--- src/rtl/pwm_aq_pkg.sv ---
// Package: shared event indices, action codes and interrupt selector codes
// for the up-down PWM generator. Assumes six events per action table.
package pwm_aq_pkg;

    localparam int NUM_EVT = 6;

    // Event index; also the entry position in an action table.
    localparam int EVT_ZERO = 0;
    localparam int EVT_PRD  = 1;
    localparam int EVT_CAU  = 2;
    localparam int EVT_CAD  = 3;
    localparam int EVT_CBU  = 4;
    localparam int EVT_CBD  = 5;

    // Events from highest to lowest priority.
    localparam int PRIO_ORDER [NUM_EVT] = '{EVT_ZERO, EVT_PRD, EVT_CAU,
                                            EVT_CBU, EVT_CAD, EVT_CBD};

    typedef enum logic [1:0] {
        ACT_NONE = 2'b00,
        ACT_CLR  = 2'b01,
        ACT_SET  = 2'b10,
        ACT_TGL  = 2'b11
    } act_e;

    typedef enum logic [1:0] {
        TRIG_ZERO = 2'd0,
        TRIG_PRD  = 2'd1,
        TRIG_BOTH = 2'd2,
        TRIG_OFF  = 2'd3
    } trig_sel_e;

endpackage

--- src/rtl/pwm_timebase.sv ---
// Time base: a prescaler makes counting ticks, and a triangular counter
// climbs to the period and falls back to zero, one step per tick.
// Assumes the period is held steady while the counter is running.
module pwm_timebase #(
    parameter int CNT_W = 16,
    parameter int PRE_W = 8
) (
    input  logic             clk,
    input  logic             rst_n,
    input  logic [PRE_W-1:0] prescale,
    input  logic [CNT_W-1:0] period,
    output logic [CNT_W-1:0] cnt,
    output logic             dir_up,
    output logic             tick
);

    logic [PRE_W-1:0] pre_q;

    assign tick = (pre_q >= prescale);

    // Prescaler: wraps to zero on the clock that issues a tick.
    always_ff @(posedge clk) begin
        if (!rst_n)    pre_q <= '0;
        else if (tick) pre_q <= '0;
        else           pre_q <= pre_q + 1'b1;
    end

    // Triangle counter with direction flag, advancing only on ticks.
    always_ff @(posedge clk) begin
        if (!rst_n) begin
            cnt    <= '0;
            dir_up <= 1'b1;
        end else if (tick) begin
            if (period == '0) begin
                cnt    <= '0;
                dir_up <= 1'b1;
            end else if (dir_up) begin
                if (cnt >= period) begin
                    cnt    <= cnt - 1'b1;
                    dir_up <= 1'b0;
                end else begin
                    cnt <= cnt + 1'b1;
                end
            end else begin
                if (cnt == '0) begin
                    cnt    <= cnt + 1'b1;
                    dir_up <= 1'b1;
                end else begin
                    cnt <= cnt - 1'b1;
                end
            end
        end
    end

    AST_HOLD_NO_TICK: assert property (@(posedge clk) disable iff (!rst_n)
        !tick |=> $stable(cnt));
    AST_TURN_AT_TOP: assert property (@(posedge clk) disable iff (!rst_n)
        (tick && dir_up && cnt == period && period != '0) |=> !dir_up);
    AST_STEP_ONE: assert property (@(posedge clk) disable iff (!rst_n)
        (tick && period != '0 && cnt <= period) |=>
        (cnt == $past(cnt) + 1'b1 || cnt == $past(cnt) - 1'b1));

endmodule

--- src/rtl/pwm_cmp_shadow.sv ---
// Double-buffered compare value: software writes the holding register at
// any time, and the active register copies it on the load strobe only.
// Assumes load is the tick at count zero.
module pwm_cmp_shadow #(
    parameter int CNT_W = 16
) (
    input  logic             clk,
    input  logic             rst_n,
    input  logic             wr_en,
    input  logic [CNT_W-1:0] wr_data,
    input  logic             load,
    output logic [CNT_W-1:0] active
);

    logic [CNT_W-1:0] hold_q;

    // Holding register: captures every software write.
    always_ff @(posedge clk) begin
        if (!rst_n)     hold_q <= '0;
        else if (wr_en) hold_q <= wr_data;
    end

    // Active register: refreshed from the holding register at count zero.
    always_ff @(posedge clk) begin
        if (!rst_n)    active <= '0;
        else if (load) active <= hold_q;
    end

    AST_ACTIVE_HOLD: assert property (@(posedge clk) disable iff (!rst_n)
        !load |=> $stable(active));

endmodule

--- src/rtl/pwm_action_qual.sv ---
// Action qualifier for one output: among the events raised on this tick,
// the highest-priority one with a non-none entry decides the next level.
// Assumes event strobes last one clock each.
module pwm_action_qual
    import pwm_aq_pkg::*;
(
    input  logic                 clk,
    input  logic                 rst_n,
    input  logic [NUM_EVT-1:0]   evt,
    input  logic [2*NUM_EVT-1:0] act_tbl,
    output logic                 out
);

    act_e pick;

    // Priority pick: scan from lowest to highest so the highest wins.
    always_comb begin
        pick = ACT_NONE;
        for (int i = NUM_EVT - 1; i >= 0; i--) begin
            if (evt[PRIO_ORDER[i]] &&
                act_e'(act_tbl[2*PRIO_ORDER[i] +: 2]) != ACT_NONE)
                pick = act_e'(act_tbl[2*PRIO_ORDER[i] +: 2]);
        end
    end

    // Output register: applies the chosen action.
    always_ff @(posedge clk) begin
        if (!rst_n) out <= 1'b0;
        else begin
            case (pick)
                ACT_CLR:  out <= 1'b0;
                ACT_SET:  out <= 1'b1;
                ACT_TGL:  out <= ~out;
                default:  out <= out;
            endcase
        end
    end

    AST_QUIET_HOLD: assert property (@(posedge clk) disable iff (!rst_n)
        (evt == '0) |=> $stable(out));
    AST_ZERO_WINS: assert property (@(posedge clk) disable iff (!rst_n)
        (evt[EVT_ZERO] && act_tbl[2*EVT_ZERO +: 2] == 2'b10) |=> out);

endmodule

--- src/rtl/pwm_evt_trig.sv ---
// Interrupt stage: counts the selected counter events and raises a sticky
// flag on every Nth one. Assumes the clear is a pulse from software.
module pwm_evt_trig
    import pwm_aq_pkg::*;
#(
    parameter int EVT_W = 4
) (
    input  logic             clk,
    input  logic             rst_n,
    input  logic             ev_zero,
    input  logic             ev_prd,
    input  logic [1:0]       sel,
    input  logic [EVT_W-1:0] every,
    input  logic             clr,
    output logic             irq
);

    logic [EVT_W-1:0] seen_q;
    logic [EVT_W:0]   seen_nxt;
    logic             sel_ev;
    logic             fire;

    // Source selection.
    always_comb begin
        case (trig_sel_e'(sel))
            TRIG_ZERO: sel_ev = ev_zero;
            TRIG_PRD:  sel_ev = ev_prd;
            TRIG_BOTH: sel_ev = ev_zero | ev_prd;
            default:   sel_ev = 1'b0;
        endcase
    end

    assign seen_nxt = {1'b0, seen_q} + 1'b1;
    assign fire     = sel_ev && (every != '0) && (seen_nxt >= {1'b0, every});

    // Occurrence counter: restarts after each interrupt.
    always_ff @(posedge clk) begin
        if (!rst_n)      seen_q <= '0;
        else if (fire)   seen_q <= '0;
        else if (sel_ev && every != '0) seen_q <= seen_nxt[EVT_W-1:0];
    end

    // Sticky flag: a new interrupt outranks a clear in the same cycle.
    always_ff @(posedge clk) begin
        if (!rst_n)    irq <= 1'b0;
        else if (fire) irq <= 1'b1;
        else if (clr)  irq <= 1'b0;
    end

    AST_FLAG_STICKY: assert property (@(posedge clk) disable iff (!rst_n)
        (irq && !clr) |=> irq);
    AST_NO_SPURIOUS: assert property (@(posedge clk) disable iff (!rst_n)
        (!irq && !sel_ev) |=> !irq);

endmodule

--- src/rtl/pwm_updown_aq.sv ---
// Top: up-down time base, two double-buffered compares, event decode,
// two action-qualified outputs and an interrupt stage.
// Assumes one clock domain and software writes as single-cycle strobes.
module pwm_updown_aq
    import pwm_aq_pkg::*;
#(
    parameter int CNT_W = 16,
    parameter int PRE_W = 8,
    parameter int EVT_W = 4
) (
    input  logic                 clk,
    input  logic                 rst_n,
    input  logic [PRE_W-1:0]     prescale,
    input  logic [CNT_W-1:0]     period,
    input  logic                 cmpa_wr,
    input  logic [CNT_W-1:0]     cmpa_data,
    input  logic                 cmpb_wr,
    input  logic [CNT_W-1:0]     cmpb_data,
    input  logic [2*NUM_EVT-1:0] act_a,
    input  logic [2*NUM_EVT-1:0] act_b,
    input  logic [1:0]           irq_sel,
    input  logic [EVT_W-1:0]     irq_every,
    input  logic                 irq_clr,
    output logic                 pwm_a,
    output logic                 pwm_b,
    output logic                 irq,
    output logic [CNT_W-1:0]     tb_count,
    output logic                 count_up
);

    localparam int N_CH  = 2;
    localparam int TBL_W = 2 * NUM_EVT;

    logic                          tick;
    logic [CNT_W-1:0]              cnt;
    logic                          dir_up;
    logic [NUM_EVT-1:0]            evt;
    logic [N_CH-1:0]               cmp_wr;
    logic [N_CH-1:0][CNT_W-1:0]    cmp_wdat;
    logic [N_CH-1:0][CNT_W-1:0]    cmp_act;
    logic [N_CH-1:0][TBL_W-1:0]    tbl;
    logic [N_CH-1:0]               pwm_q;

    pwm_timebase #(.CNT_W(CNT_W), .PRE_W(PRE_W)) u_tb (
        .clk(clk), .rst_n(rst_n), .prescale(prescale), .period(period),
        .cnt(cnt), .dir_up(dir_up), .tick(tick)
    );

    assign cmp_wr   = {cmpb_wr, cmpa_wr};
    assign cmp_wdat = {cmpb_data, cmpa_data};
    assign tbl      = {act_b, act_a};

    // One double-buffered compare per channel, loaded at count zero.
    for (genvar c = 0; c < N_CH; c++) begin : g_cmp
        pwm_cmp_shadow #(.CNT_W(CNT_W)) u_cmp (
            .clk(clk), .rst_n(rst_n), .wr_en(cmp_wr[c]), .wr_data(cmp_wdat[c]),
            .load(evt[EVT_ZERO]), .active(cmp_act[c])
        );
    end

    // Event decode: every event is qualified by a tick.
    always_comb begin
        evt           = '0;
        evt[EVT_ZERO] = tick && (cnt == '0);
        evt[EVT_PRD]  = tick && (cnt == period);
        evt[EVT_CAU]  = tick &&  dir_up && (cnt == cmp_act[0]);
        evt[EVT_CAD]  = tick && !dir_up && (cnt == cmp_act[0]);
        evt[EVT_CBU]  = tick &&  dir_up && (cnt == cmp_act[1]);
        evt[EVT_CBD]  = tick && !dir_up && (cnt == cmp_act[1]);
    end

    // One action qualifier per output, each with its own table.
    for (genvar c = 0; c < N_CH; c++) begin : g_out
        pwm_action_qual u_aq (
            .clk(clk), .rst_n(rst_n), .evt(evt), .act_tbl(tbl[c]), .out(pwm_q[c])
        );
    end

    pwm_evt_trig #(.EVT_W(EVT_W)) u_trig (
        .clk(clk), .rst_n(rst_n), .ev_zero(evt[EVT_ZERO]), .ev_prd(evt[EVT_PRD]),
        .sel(irq_sel), .every(irq_every), .clr(irq_clr), .irq(irq)
    );

    assign pwm_a    = pwm_q[0];
    assign pwm_b    = pwm_q[1];
    assign tb_count = cnt;
    assign count_up = dir_up;

endmodule

--- config.mk ---
export PLATFORM = sky130hd
export DESIGN_NAME = pwm_updown_aq
export DESIGN_NICKNAME = d
export VERILOG_FILES = /design/src/rtl/pwm_aq_pkg.sv /design/src/rtl/pwm_timebase.sv /design/src/rtl/pwm_cmp_shadow.sv /design/src/rtl/pwm_action_qual.sv /design/src/rtl/pwm_evt_trig.sv /design/src/rtl/pwm_updown_aq.sv
export SDC_FILE = /design/constraint.sdc
export NUM_CORES = 1
export LEC_CHECK = 0
export BUFFER_PORTS_ARGS = -buffer_cell sky130_fd_sc_hd__buf_4
export CORE_ASPECT_RATIO = 1.5
export CORE_MARGIN = 1
export CORE_UTILIZATION = 50
export DETAILED_ROUTE_END_ITERATION = 6
export GPL_TIMING_DRIVEN = 0
export PLACE_DENSITY = 0.72
export SYNTH_ARGS = -nofsm -noshare
export SYNTH_HDL_FRONTEND = slang
export SYNTH_SLANG_ARGS = --single-unit
--- constraint.sdc ---
create_clock -name clk -period 3.8 [get_ports clk]
set_clock_uncertainty 0.15 [all_clocks]
set_input_delay 0.19 -clock clk [delete_from_list [all_inputs] [get_ports clk]]
set_output_delay 0.19 -clock clk [all_outputs]
set_load 0.05 [all_outputs]
==> impl_results.md, run 1 <==
- Status: complete, no violations
- Mapped Cells: 674
- Max-Cap Viols: 0
- Grt ovf: 0
- Critical path arrival: 3.72 ns
- IO Port Bufs: 108
- Compound-Gate Fraction of Synth Area: 14.17%
- FF-to-FF End: u_tb.cnt[8]
- Synth Area in XOR/XNOR: 6.470%
- Crit path capture type: register
- Nets: 948
- WP depth: 13
- Final ANT Viol Nets: 0
- CTS Buffer Depth: 2
- Critical path capture point: u_tb.cnt[8]
- Register area share after synthesis: 33.80%
- Initial core utilization: 51.43%
- Number of clock buffers inserted by TritonCTS: 9
- P per Cell Area: 298.1 nW/um^2
- Vias post-DR: 5333
- DR vias/cell: 5.459
- Worst-path fanout max: 10
- Initial antenna violation count: 0
- Largest cells by area after synthesis: dfxtp_1 (34%), ha_1 (7.0%), mux2i_1 (6.7%), nand2_1 (6.2%), xnor2_1 (5.4%)
- Class of the worst hold path: primary input to register
- Crit path top cell by count: nand2_1
- Asr flop ratio synth: 0%
- Top-count cell post-synth: dfxtp_1
- ANT cells: 0
- Core area: 11060 sq um
- Synth Flop Type: dfxtp_1
- Vias in the first global route: 5352
- EDFF count, synth: 0
- H-Tree Depth: 3
- Synthesis-to-layout area growth: 28.32%
- First DRT Iteration DRCs: 220
- Synth area leader: dfxtp_1
- Worst rel slew slack: 37.11%
- Netlist cell types: 63
- Die Wd: 89.07 microns
- Warnings, synthesis: 0
- Crit path kind: register to register
- Largest net degree at the start of global routing: 18
- Mapped Avg Cell Area: 8.435 sq um
- Worst-Skew Late Latency: 0.34 ns
- Post-Synthesis Net Count: 797
- Required @ worst endpoint: 3.94 ns
- Die height: 132.6 microns
- CP startpoint kind: register
- Crit-path slowest cell: a221oi_4
- DP Cell Count: 929
- Share of cells above drive strength 1: 17.83%
- Placer Congestion: 0.8973
- R2R depth: 13
- # rows: 47
- Min Hold Slack: 0.008551 ns
- DRT Pass-1 Iters: 5
- TritonCTS clock tree: yes
- Root Driver: clkbuf_16
- Clock slew at reported path FFs: 0.07 ns
- Reg2reg setup slack: 0.22 ns
- Drt wl/cell: 16.16 microns
- IO Pins: 111
- Post-place setup slack: -0.03243 ns
- Post-synthesis adder-cell area fraction: 7.042%
- Synth Area in Simple Gates: 26.47%
- Pleak: 3.142 nW
- Crit path max-delay family: compound AO/OA/AOI/OAI gates
- Count of final setup violators: 0
- HPWL after DPL: 12140 microns
- Commonest cells in the netlist: dfxtp_1 (96), nand2_1 (94), nor2b_1 (43)
- Tot GR Track Use: 28.10%
- Post-Synthesis Cell Area: 5685 sq um
- RSZ-0062 raised after global routing: true
- Non-Filler Instances: 977
- Slowest stage delay, CP: 0.57 ns
- Crit path time final: 3.583 ns
- Worst setup startpoint: u_tb.pre_q[0]
- Post-synthesis mux area share: 6.888%
- Final-report max-slew violation count: 0
- Fmax: 279.1 MHz
- Setup ws final: 0.2173 ns
- R2R Path Start: u_tb.pre_q[0]
- DRC: 0
- Final wirelength: 15790 microns
- Top cell type's share of synthesized area: 33.80%
- Critical-path cell list: inv_1 > ha_1 > nand2b_1 > a21o_1 > a211o_1 > a221oi_4 > buf_2 > buf_2 > nand2_1 > clkbuf_1 > nand2_1 > nand4_1 > nand2_1
- VDD IR max: 0.2590 mV
- CP Buf/Inv Count: 4
- Tcrit/Tclk final: 94.28%
- Tightest Pin Transition: 0.9356 ns
- Die area: 11810 sq um
- Final hold violation count: 0
- #FFs+latches synth: 96
- Clk sinks: 96
- First-pass GRT wire length: 25840 microns
- Overall power: 0.002175 W
- Main combinational cell family by area after synthesis: simple AND/OR/NAND/NOR gates
flip-flops by register name, summed over array words and instances (netlist names):
register and flops:
g_out.u_aq.out 2, u_tb.pre_q 8, u_trig.seen_q 4, u_tb.dir_up 1, u_tb.cnt 16, u_trig.irq 1
g_cmp.u_cmp.hold_q 32, g_cmp.u_cmp.active 32
stage by stage:
step                       TNS, ns  cell area (sq um)  utilization [%]
final                            0               7296            65.99
after global placement    -0.03858               6680            60.42
after detailed placement  -0.03243               6680            60.42
after CTS                        0               7283            65.88
after floorplan                  0               5685                -
after global routing      -0.03422               7296            65.99
cell type report:
cell class | instances | area (sq um)
Multi-Input combinational cell | 505 | 3482
Clock buffer | 10 | 229.0
Timing Repair Buffer | 140 | 1131
Buffer | 41 | 175.2
Tap cell | 147 | 183.9
Sequential cell | 96 | 1922
Inverter | 32 | 120.1
Fill cell | 977 | 3760
Clock inverter | 6 | 52.55
power by group:
group          switching (W)  internal (W)
Sequential         0.0000178       0.00103
Combinational       0.000112      0.000147
Clock               0.000411      0.000456
kinds of logic (layout without fill, tap and decap cells):
group,Yosys count,after routing
AOI/OAI and AO/OA,113,113
xor gates and xnor gates,42,42
adders and majority gates,32,32
buffers and inverters,73,229
DFF,96,96
muxes,39,39
and+or+nand+nor,279,279
worst min path at each step:
stage / from / endpoint / slack, ns / cells after the start
final: irq_clr / u_trig.irq / 0.009 / 4
after global routing: irq_clr / u_trig.irq / 0.03 / 4
after CTS: irq_clr / u_trig.irq / 0.01 / 4
after detailed placement: cmpa_data[12] / g_cmp[0].u_cmp.hold_q[12] / 0.31 / 3
after global placement: cmpa_data[1] / g_cmp[0].u_cmp.hold_q[1] / 0.30 / 3
after floorplan: cmpa_data[0] / g_cmp[0].u_cmp.hold_q[0] / 0.21 / 2
routing by layer:
metal	track usage [%]	part of all wire (%)	vias up
met1	30.95	39	2515
met5	0	0	-
met3	4.304	3.8	32
li1	-	-	2650
met2	52.39	54	136
met4	10.67	3.1	0
worst min-delay path: cells and delay by family:
family,cells,cell delay (ns)
AO/OA/AOI/OAI,1,0.11
AND/OR/NAND/NOR,2,0.08
buffers and inverters,1,0.08
what timing repair did:
item	4_1_cts	5_1_grt
gates resized for setup	1	3
pin swaps	0	0
cloned	0	0
endpoints found under the setup margin	1	46
hold buffers	32	0
endpoints found under the hold margin	32	0
buffers inserted	0	0
cells in the final DEF, fill, tap and decap left out, types with 5 or more instances in the layout:
cell,instances
a21oi_1,17
nor2b_1,43
a21boi_0,36
xnor2_1,35
o21a_1,5
mux2i_1,38
clkbuf_16,9
dfxtp_1,96
nor3_1,14
buf_2,6
buf_4,109
nor4_1,8
xor2_1,7
a21o_1,8
nor2_1,29
clkbuf_1,32
o21ai_0,15
ha_1,32
inv_1,32
nand3_1,21
dlygate4sd3_1,32
nand2_1,94
nand4_1,20
and3_1,10
Note: power is estimated with default switching activity, not from simulation.
==> inputs of run 2 (changes only) <==
--- a/config.mk
+++ b/config.mk
@@ -8,10 +8,11 @@
 export BUFFER_PORTS_ARGS = -buffer_cell sky130_fd_sc_hd__buf_4
 export CORE_ASPECT_RATIO = 1.5
 export CORE_MARGIN = 1
-export CORE_UTILIZATION = 50
+export CORE_UTILIZATION = 30
 export DETAILED_ROUTE_END_ITERATION = 6
 export GPL_TIMING_DRIVEN = 0
-export PLACE_DENSITY = 0.72
+export PLACE_DENSITY = 0.47
 export SYNTH_ARGS = -nofsm -noshare
 export SYNTH_HDL_FRONTEND = slang
+export SYNTH_HIERARCHICAL = 1
 export SYNTH_SLANG_ARGS = --single-unit
==> impl_results.md, run 2 <==
- FF-to-FF End: u_tb/cnt[9]
- Switching Share: 25.33%
- Crit path capture type: register
- Final-report max-slew violation count: 0
- ANT cells: 0
- Die Wd: 116.6 microns
- First-pass GRT wire length: 28070 microns
- EDFF count, synth: 0
- HPWL after DPL: 13480 microns
- DR vias/cell: 4.872
- DRT Pass-1 Iters: 4
- Netlist cell types: 67
- Synth area leader: dfxtp_1
- Pleak: 3.345 nW
- RSZ-0062 raised after global routing: false
- Number of clock buffers inserted by TritonCTS: 9
- Sequential power share: 46.0%
- Clk sinks: 96
- Met3 Usage GRT: 2.894%
- #FFs+latches synth: 96
- Final hold violation count: 0
- Final wirelength: 17930 microns
- R2R Path Start: u_tb/cnt[0]
- Initial core utilization: 30.72%
- Root Driver: clkbuf_16
- Synthesis-to-layout area growth: 31.08%
- Commonest non-fill, non-tap cell in the layout: buf_4
- Vias in the first global route: 5393
- DRC: 0
- # rows: 62
- CP Buf/Inv Count: 2
- IO Port Bufs: 108
- Share of cells above drive strength 1: 18.90%
- Top cell type's share of synthesized area: 32.51%
- Post-route cell area: 7747 sq um
- Synth Flop Type: dfxtp_1
- Grt peak-use layer: met2
- Class of the worst hold path: primary input to register
- Met2 Track Usage GR: 33.41%
- Tightest Pin Transition: 0.7502 ns
- Core area: 19240 sq um
- Count of final setup violators: 0
- Setup ws final: 0.1835 ns
- Clock share of power: 40.8%
- Worst-Skew Late Latency: 0.35 ns
- Largest net degree at the start of global routing: 19
- Tcrit/Tclk final: 95.17%
- Hold endpoint: g_cmp[0].u_cmp/hold_q[3]
- P per Cell Area: 297.3 nW/um^2
- Final setup TNS: 0 ns
- Worst-path fanout max: 11
- Tot GR Track Use: 18.22%
- Post-Synthesis Cell Area: 5911 sq um
- Critical path arrival: 3.68 ns
- Crit path kind: register to register
- Comb pwr share: 13.2%
- Vias post-DR: 5218
- Final core occ: 40.27%
- First DRT Iteration DRCs: 227
- TritonCTS clock tree: yes
- Max-Cap Viols: 0
- R2R depth: 10
- CP startpoint kind: register
- Required @ worst endpoint: 3.87 ns
- FF/Latch Area: 1922 sq um
- Min Hold Slack: 0.01791 ns
- Nets: 934
- Fmax: 276.5 MHz
- Hold Path Depth: 3
- Reg2reg setup slack: 0.18 ns
- Post-Place Cell Area: 7056 sq um
- Initial antenna violation count: 0
- Mapped Cells: 652
- Internal power: 0.001720 W
- Placer Congestion: 0.8564
- Clock slew at reported path FFs: 0.07 ns
- IO Pins: 111
- Top-count cell post-synth: dfxtp_1
- GR Util met1: 20.26%
- Post-Synthesis Net Count: 776
- Die height: 173.9 microns
- Worst hold path startpoint: cmpa_wr
- Worst rel slew slack: 49.57%
- Crit-path slowest cell: dfxtp_1
- Asr flop ratio synth: 0%
- Post-place setup slack: -0.2467 ns
- CTS Buffer Depth: 2
- Warnings, synthesis: 6
- Final ANT Viol Nets: 0
- Mapped Avg Cell Area: 9.065 sq um
- Commonest cells in the netlist: dfxtp_1 (96), mux2i_1 (72), nor2b_1 (64)
- Drt wl/cell: 16.74 microns
- Switching Power: 0.0005835 W
- Fill cells: 2008
- Most frequent cells in the layout: buf_4 (113), dfxtp_1 (96), mux2i_1 (72)
- H-Tree Depth: 3
- Grt ovf: 0
- Slowest stage delay, CP: 0.73 ns
- Multi-input gate area: 3677 sq um
- Largest cells by area after synthesis: dfxtp_1 (33%), mux2i_1 (12%), ha_1 (7.0%), nor2b_1 (6.8%), xor2_1 (6.4%)
- Die area: 20280 sq um
- Crit path max-delay family: compound AO/OA/AOI/OAI gates
- Crit path time final: 3.616 ns
- Critical-path cell list: inv_1 > ha_1 > nand2b_1 > a2111oi_0 > or4_4 > a31oi_4 > buf_6 > nor4_1 > a2bb2oi_1 > o31ai_1
- Top Registers: g_cmp.u_cmp/active x32, g_cmp.u_cmp/hold_q x32, u_tb/cnt x16
- Register area share after synthesis: 32.51%
- Status: complete, no violations
- VDD IR max: 0.2192 mV
==> run 2: changes by cell type after synthesis, sizes merged, moves of 7 or more <==
cell,previous run,this run
inv,32,39
nor3,14,6
xor2,7,43
a21boi,36,4
nand4,20,11
xnor2,35,15
nor4,12,26
clkbuf,33,13
nor2b,43,64
mux2i,38,72
nand2,95,33
==> run 2: routing by layer <==
metal	part of all wire, %	vias up
met5	0	-
met4	3.1	0
met3	3.2	31
met2	52	104
met1	41	2445
li1	-	2638
==> run 2: layout make-up <==
type | count | share of cell area, %
plain buffers | 23 | 2.503
repair buffers | 147 | 15.37
inverters | 39 | 1.890
multi-input cells | 494 | 47.46
well taps | 256 | 4.134
flip-flops and latches | 96 | 24.81
clock inverters | 5 | 0.8236
clock buffers | 11 | 3.004
==> run 2: power by group through the flow <==
| stage | logic (W) | registers [W] | clock network, W |
|---|---|---|---|
| 2_1_floorplan | 0.000143 | 0.00108 | 0 |
| 3_3_place_gp | 0.000269 | 0.00108 | 0 |
| 3_5_place_dp | 0.000275 | 0.00108 | 0 |
| 4_1_cts | 0.000306 | 0.00106 | 0.000979 |
| 5_1_grt | 0.000336 | 0.00106 | 0.00102 |
| 6_report | 0.000304 | 0.00106 | 0.000941 |
==> run 2: worst max-delay path by stage <==
stage	from	endpoint	slack [ns]	cells past startpoint
final	u_tb/cnt[0]	u_tb/cnt[9]	0.18	10
after detailed placement	u_tb/pre_q[0]	u_trig/seen_q[2]	-0.25	16
after global routing	u_tb/cnt[0]	u_tb/cnt[9]	0.02	10
after global placement	u_tb/pre_q[0]	u_trig/seen_q[2]	-1.34	15
after floorplan	u_tb/pre_q[0]	u_trig/seen_q[2]	0.10	15
after CTS	u_tb/pre_q[0]	u_trig/seen_q[2]	0.05	16
==> run 2: repair_timing <==
action | CTS | global route
setup buffers | 0 | 3
pin swaps | 0 | 3
setup endpoints to repair | 5 | 6
resized for setup | 3 | 3
hold buffers | 35 | 0
hold endpoints to repair | 35 | 0
==> run 2: cell families after synthesis <==
group	share of synthesized area (%)
compound gates	10.37
xor+xnor	8.594
fa+ha+maj	6.986
buf+inv	5.758
flops	32.51
mux	12.76
simple gates	23.01
==> run 2: worst register-to-register path: stages, from the launching register on <==
cell,delay [ns]
dfxtp_1,0.73
inv_1,0.29
ha_1,0.33
nand2b_1,0.13
a2111oi_0,0.53
or4_4,0.26
a31oi_4,0.13
buf_6,0.19
nor4_1,0.45
a2bb2oi_1,0.21
o31ai_1,0.08
==> run 2: through the flow <==
stage                     power, W  cells
after floorplan           0.001222    652
after global placement    0.001352   1016
after detailed placement  0.001359   1017
after CTS                 0.002345   1068
after global routing      0.002420   1071
final                     0.002303   1071
